<file path="src/rtl/fpsr_pkg.sv">
package fpsr_pkg;
  localparam int FLAG_W = 5;
  localparam int CC_W   = 2;
  localparam int RM_W   = 2;
  localparam int VER_W  = 3;
  localparam int TT_W   = 3;
  localparam int REG_W  = 32;

  // Bit positions inside every exception field
  localparam int FLAG_NV = 4;
  localparam int FLAG_OF = 3;
  localparam int FLAG_UF = 2;
  localparam int FLAG_DZ = 1;
  localparam int FLAG_NX = 0;

  // Field positions inside the register
  localparam int RM_LSB   = 30;
  localparam int TEM_LSB  = 23;
  localparam int VER_LSB  = 17;
  localparam int TT_LSB   = 14;
  localparam int CC_LSB   = 10;
  localparam int AEXC_LSB = 5;
  localparam int CEXC_LSB = 0;

  typedef enum logic [1:0] {
    TC_NONE  = 2'd0,
    TC_RSVD  = 2'd1,
    TC_UNFIN = 2'd2,
    TC_UNIMP = 2'd3
  } trap_class_e;

  localparam logic [TT_W-1:0] TT_NONE = 3'd0;
  localparam logic [TT_W-1:0] TT_IEEE = 3'd1;

  typedef struct packed {
    logic            swLoad;
    logic            commit;
    logic            ccLoad;
    logic            cexcTrapLoad;
    logic            ttLoad;
    logic [TT_W-1:0] ttCode;
  } strobe_t;
endpackage

</file>
<file path="src/rtl/fpsr_ctrl.sv">
module fpsr_ctrl
  import fpsr_pkg::*;
(
  input  logic              clk,
  input  logic              rstN,
  input  logic              opValid,
  input  logic [FLAG_W-1:0] opFlags,
  input  logic              opHasCc,
  input  logic [1:0]        trapClass,
  input  logic              swWrite,
  input  logic [FLAG_W-1:0] tem,
  output strobe_t           strobes,
  output logic [FLAG_W-1:0] effFlags,
  output logic [FLAG_W-1:0] trapFlags,
  output logic              rdWe,
  output logic              ccWe,
  output logic              trapReq
);
  logic hostTrap;
  logic ieeeTrap;
  logic anyTrap;

  always_comb begin
    effFlags          = opFlags;
    // untrapped underflow needs tiny and inexact; trapped needs tiny only
    effFlags[FLAG_UF] = opFlags[FLAG_UF] & (tem[FLAG_UF] | opFlags[FLAG_NX]);
    trapFlags         = effFlags & tem;
    hostTrap          = (trapClass == TC_UNFIN) || (trapClass == TC_UNIMP);
    ieeeTrap          = !hostTrap && (|trapFlags);
    anyTrap           = opValid && (hostTrap || ieeeTrap);

    rdWe    = opValid && !anyTrap && !opHasCc;
    ccWe    = opValid && !anyTrap && opHasCc;
    trapReq = anyTrap;

    strobes.swLoad       = swWrite;
    strobes.commit       = opValid && !anyTrap && !swWrite;
    strobes.ccLoad       = opValid && !anyTrap && !swWrite && opHasCc;
    strobes.cexcTrapLoad = opValid && ieeeTrap && !swWrite;
    strobes.ttLoad       = opValid;
    if (hostTrap)      strobes.ttCode = {1'b0, trapClass};
    else if (ieeeTrap) strobes.ttCode = TT_IEEE;
    else               strobes.ttCode = TT_NONE;
  end

  p_trap_blocks_writes_r7: assert property (@(posedge clk) disable iff (!rstN)
    trapReq |-> (!rdWe && !ccWe));

  p_host_trap_priority_r8: assert property (@(posedge clk) disable iff (!rstN)
    (opValid && trapClass[1]) |-> trapReq);

  p_idle_quiet_r11: assert property (@(posedge clk) disable iff (!rstN)
    !opValid |-> (!rdWe && !ccWe && !trapReq));
endmodule

</file>
<file path="src/rtl/fpsr_datapath.sv">
module fpsr_datapath
  import fpsr_pkg::*;
#(
  parameter bit              PROTOTYPE    = 1'b0,
  parameter logic [VER_W-1:0] PROD_VERSION = 3'd0
) (
  input  logic              clk,
  input  logic              rstN,
  input  strobe_t           strobes,
  input  logic [REG_W-1:0]  swData,
  input  logic [FLAG_W-1:0] effFlags,
  input  logic [FLAG_W-1:0] trapFlags,
  input  logic [CC_W-1:0]   opCc,
  output logic [REG_W-1:0]  fsr,
  output logic [FLAG_W-1:0] tem
);
  logic [RM_W-1:0]   rmQ;
  logic [FLAG_W-1:0] temQ;
  logic [TT_W-1:0]   ttQ;
  logic [CC_W-1:0]   ccQ;
  logic [FLAG_W-1:0] aexcQ;
  logic [FLAG_W-1:0] cexcQ;
  logic [VER_W-1:0]  verVal;

  generate
    if (PROTOTYPE) begin : g_proto
      assign verVal = 3'd6;
    end else begin : g_prod
      assign verVal = PROD_VERSION;
    end
  endgenerate

  always_ff @(posedge clk or negedge rstN) begin
    if (!rstN) begin
      rmQ   <= '0;
      temQ  <= '0;
      ttQ   <= '0;
      ccQ   <= '0;
      aexcQ <= '0;
      cexcQ <= '0;
    end else begin
      if (strobes.swLoad) begin
        rmQ   <= swData[RM_LSB   +: RM_W];
        temQ  <= swData[TEM_LSB  +: FLAG_W];
        ccQ   <= swData[CC_LSB   +: CC_W];
        aexcQ <= swData[AEXC_LSB +: FLAG_W];
        cexcQ <= swData[CEXC_LSB +: FLAG_W];
      end else if (strobes.commit) begin
        cexcQ <= effFlags;
        aexcQ <= aexcQ | effFlags;
        if (strobes.ccLoad) ccQ <= opCc;
      end else if (strobes.cexcTrapLoad) begin
        cexcQ <= trapFlags;
      end
      if (strobes.ttLoad) ttQ <= strobes.ttCode;
    end
  end

  always_comb begin
    fsr = '0;
    fsr[RM_LSB   +: RM_W]   = rmQ;
    fsr[TEM_LSB  +: FLAG_W] = temQ;
    fsr[VER_LSB  +: VER_W]  = verVal;
    fsr[TT_LSB   +: TT_W]   = ttQ;
    fsr[CC_LSB   +: CC_W]   = ccQ;
    fsr[AEXC_LSB +: FLAG_W] = aexcQ;
    fsr[CEXC_LSB +: FLAG_W] = cexcQ;
  end

  assign tem = temQ;

  p_accrued_monotone_r3: assert property (@(posedge clk) disable iff (!rstN)
    !strobes.swLoad |=> ((aexcQ & $past(aexcQ)) == $past(aexcQ)));

  p_version_fixed_r10: assert property (@(posedge clk) disable iff (!rstN)
    1'b1 |=> $stable(fsr[VER_LSB +: VER_W]));
endmodule

</file>
<file path="src/rtl/fpsr_commit.sv">
module fpsr_commit
  import fpsr_pkg::*;
#(
  parameter bit               PROTOTYPE    = 1'b0,
  parameter logic [VER_W-1:0] PROD_VERSION = 3'd0
) (
  input  logic              clk,
  input  logic              rstN,
  input  logic              opValid,
  input  logic [FLAG_W-1:0] opFlags,
  input  logic              opHasCc,
  input  logic [CC_W-1:0]   opCc,
  input  logic [1:0]        trapClass,
  input  logic              swWrite,
  input  logic [REG_W-1:0]  swData,
  output logic [REG_W-1:0]  fsr,
  output logic              rdWe,
  output logic              ccWe,
  output logic              trapReq
);
  strobe_t           strobes;
  logic [FLAG_W-1:0] effFlags;
  logic [FLAG_W-1:0] trapFlags;
  logic [FLAG_W-1:0] tem;

  fpsr_ctrl u_ctrl (
    .clk       (clk),
    .rstN      (rstN),
    .opValid   (opValid),
    .opFlags   (opFlags),
    .opHasCc   (opHasCc),
    .trapClass (trapClass),
    .swWrite   (swWrite),
    .tem       (tem),
    .strobes   (strobes),
    .effFlags  (effFlags),
    .trapFlags (trapFlags),
    .rdWe      (rdWe),
    .ccWe      (ccWe),
    .trapReq   (trapReq)
  );

  fpsr_datapath #(
    .PROTOTYPE    (PROTOTYPE),
    .PROD_VERSION (PROD_VERSION)
  ) u_dp (
    .clk       (clk),
    .rstN      (rstN),
    .strobes   (strobes),
    .swData    (swData),
    .effFlags  (effFlags),
    .trapFlags (trapFlags),
    .opCc      (opCc),
    .fsr       (fsr),
    .tem       (tem)
  );

  p_trap_keeps_state_r7: assert property (@(posedge clk) disable iff (!rstN)
    (trapReq && !swWrite) |=> ($stable(fsr[AEXC_LSB +: FLAG_W]) && $stable(fsr[CC_LSB +: CC_W])));

  p_host_trap_keeps_cexc_r8: assert property (@(posedge clk) disable iff (!rstN)
    (opValid && trapClass[1] && !swWrite) |=> $stable(fsr[CEXC_LSB +: FLAG_W]));
endmodule

</file>
<file path="config.mk">
export PLATFORM = sky130hd
export DESIGN_NAME = fpsr_commit
export DESIGN_NICKNAME = d
export VERILOG_FILES = /design/src/rtl/fpsr_pkg.sv /design/src/rtl/fpsr_ctrl.sv /design/src/rtl/fpsr_datapath.sv /design/src/rtl/fpsr_commit.sv
export SDC_FILE = /design/constraint.sdc
export NUM_CORES = 1
export LEC_CHECK = 0
export CAP_MARGIN = 20
export CORE_MARGIN = 2
export CORE_UTILIZATION = 55
export CTS_CLUSTER_SIZE = 8
export DETAILED_ROUTE_END_ITERATION = 12
export DONT_BUFFER_PORTS = 1
export PLACE_DENSITY = 0.76
export SLEW_MARGIN = 20
export SYNTH_ARGS = -nofsm -noshare
export SYNTH_HDL_FRONTEND = slang
export SYNTH_SLANG_ARGS = --single-unit
export TNS_END_PERCENT = 50
</file>
<file path="constraint.sdc">
create_clock -name clk -period 3.35 [get_ports clk]
set_input_delay 0.67 -clock clk [delete_from_list [all_inputs] [get_ports clk]]
set_output_delay 0.67 -clock clk [all_outputs]
set_load 0.05 [all_outputs]
</file>
==> results.tsv <==
metric	value	unit
CP Data Required Time	2.68	ns
CTS tree	yes	
largest family of logic cells by synthesized area	multiplexers	
RSZ-0062 raised after global routing	false	
quantity of gates resized following cts	0	
final setup fails	0	
largest net degree at the start of global routing	31	
Synth Area in Compound Gates	12.57	%
most frequent cell after synthesis	dfrtp_1	
total gr overflow	0	
WL/cell	16.28	microns
Synth area leaders	dfrtp_1 48%, mux2_2 11%, buf_4 7.5%	
synthesized area	0.001095	sq mm
Rel. slew slack	39.85	%
area of placed instances	0.001074	sq mm
Vias	720	
overall power	0.6070	mW
adder-cell area share of the yosys netlist	0	%
#FFs+latches synth	21	
CTS Buf Count	3	
synth unique cells	24	
Worst Path Max Fanout	4	
Placed Cells incl. Taps	125	
footprint of the multi-input gates	473.0	sq um
antenna viol nets, final	0	
# port buffers	0	
Hold Buf Count CTS	0	
EDFF count, synth	0	
Longest Clk Path Bufs	2	
Setup CP Type	flip-flop to primary output	
Pwr Density	551.3	mW/mm^2
clock root buffer	clkbuf_4	
proportion of layout cells with a drive suffix above 1	20.59	%
overall die width	48.62	microns
later-pin clock latency in the skew report	0.31	ns
Final min period	2.807	ns
Ant. Diodes	0	
Non-Filler Instances	129	
Final period util	83.79	%
CTS sink cnt	21	
I/O pin cnt	81	
actual slew at the worst max-slew pin	0.8990	ns
Die Ht	48.62	microns
Synth top area share	48.00	%
Starting Density	56.97	%
storage element area	525.5	sq um
area grow syn2layout	0.5718	%
Yosys warnings	0	
H-tree levels	1	
# rows	16	
final net count	149	
Final Hold Fails	0	
CP endpoint kind	primary output	
global-route wire length before repair	3.470	mm
# fillers	171	
Post-Synth Simple-Gate Area	8.914	%
vias per cell	5.581	
Clock Pin Slew Worst Setup and Hold Paths	0.12	ns
multiplexer area fraction after synthesis	17.94	%
skew final	0.001570	ns
gpl congestion	0.7111	
Async SR Flop Fraction	100.0	%
largest area contributor in the netlist	dfrtp_1	
Worst Hold Class	primary input to async pin	
CP arrival	2.14	ns
Mean Syn Cell Area	10.84	sq um
count of final max-slew check failures	0	
post-synthesis xor/xnor area fraction	0	%
number of global-route vias before repair	743	
final wirelength	2.100	mm
Leak	0.5102	nW
Worst IR Drop VDD	0.0003810	V
Post-synth top cells	21 x dfrtp_1, 11 x buf_4, 11 x mux2_2, 7 x inv_1, 7 x nand2_1	
setup TNS	0	ns
fmax	356.3	MHz
DR iter-0 viols	9	
Final Cell Area	0.001101	sq mm
Mapped Cells	101	
Max-Cap Viols	0	
DRT Pass-1 Iters	4	
outcome	finished clean	
Most used DFF post-synth	dfrtp_1	
GRT Util Overall	19.08	%
Seq/Total Area, Yosys	48.00	%
CP Launch Type	flip-flop	
Detailed Place HPWL	1.626	mm
# Post-CTS Setup Buffers	0	
antenna violations before repair	0	
# DRC	0	
core area	0.001922	sq mm
die area	0.002363	sq mm
[critical path: stages, from the launching register on]
cell and delay, ns:
dfrtp_1 0.61, a22o_1 0.33, or4b_4 0.54, inv_1 0.34
[cell usage in the layout, fill, tap and decap left out, drive strengths merged]
cell type / netlist / final
clkbuf: 4 / 3
o211ai: 1 / 1
or4b: 1 / 1
mux2: 13 / 13
nor4: 1 / 1
a21o: 1 / 1
nand2: 7 / 7
o21ai: 2 / 2
mux2i: 5 / 5
conb: 1 / 11
nand2b: 1 / 1
nor2: 2 / 2
and2: 1 / 1
inv: 7 / 7
nor3: 6 / 6
buf: 11 / 2
a21oi: 5 / 5
o31ai: 5 / 5
clkinv: 0 / 1
dfrtp: 21 / 21
a211oi: 4 / 4
a22o: 2 / 2
[flip-flops by register name, indices dropped and copies added, names as in the netlist]
register / flops
u_dp.aexcQ: 5
u_dp.rmQ: 2
u_dp.cexcQ: 5
u_dp.ccQ: 2
u_dp.ttQ: 2
u_dp.tem: 5
[area by class of cell]
class	count	share of cell area (%)
well taps	27	3.068
multi-input cells	68	42.95
flip-flops and latches	21	47.73
clock buffers	3	2.045
repair buffers	2	1.364
clock inverters	1	0.4545
inverters	7	2.386
[kinds of logic after synthesis]
family,Yosys count
compound gates,20
buf+inv,22
flops,21
mux,18
other cells,1
simple gates,19
[power breakdown]
group          internal [mW]  switching [mW]
Sequential             0.278           0.117
Combinational         0.0329          0.0554
Clock                 0.0446          0.0798
[stage by stage]
step | hold slack [ns] | utilization, % | setup slack (ns)
floorplan | 0.3744 | - | 0.5139
global placement | 0.3749 | 55.86 | 0.8807
detailed placement | 0.3749 | 55.86 | 0.8812
CTS | 0.02813 | 57.29 | 0.5312
global route | 0.01967 | 57.29 | 0.4940
finish | 0.03418 | 57.29 | 0.5431
[path summary, 6_finish.rpt]
check	end	cells after the start	from	slack (ns)
max reg2reg	u_dp.ccQ[1]$_DFFE_PN0P_	4	u_dp.tem[0]$_DFFE_PN0P_	1.19
max in group asynchronous	u_dp.aexcQ[1]$_DFFE_PN0P_	0	rstN	3.25
min in group clk	u_dp.aexcQ[1]$_DFFE_PN0P_	1	swWrite	0.43
max	ccWe	3	u_dp.tem[0]$_DFFE_PN0P_	0.54
min reg2reg	u_dp.cexcQ[2]$_DFFE_PN0P_	2	u_dp.cexcQ[2]$_DFFE_PN0P_	0.83
min	u_dp.aexcQ[4]$_DFFE_PN0P_	0	rstN	0.03
[per-layer routing]
layer | global-route usage [%] | up-vias | wire length [microns]
met3 | 6.790 | 4 | 238
met1 | 24.12 | 332 | 821
met2 | 30.82 | 49 | 1015
met5 | 0 | - | 0
li1 | - | 335 | -
met4 | 5.714 | 0 | 25
Power figures use the tool's default switching activity.
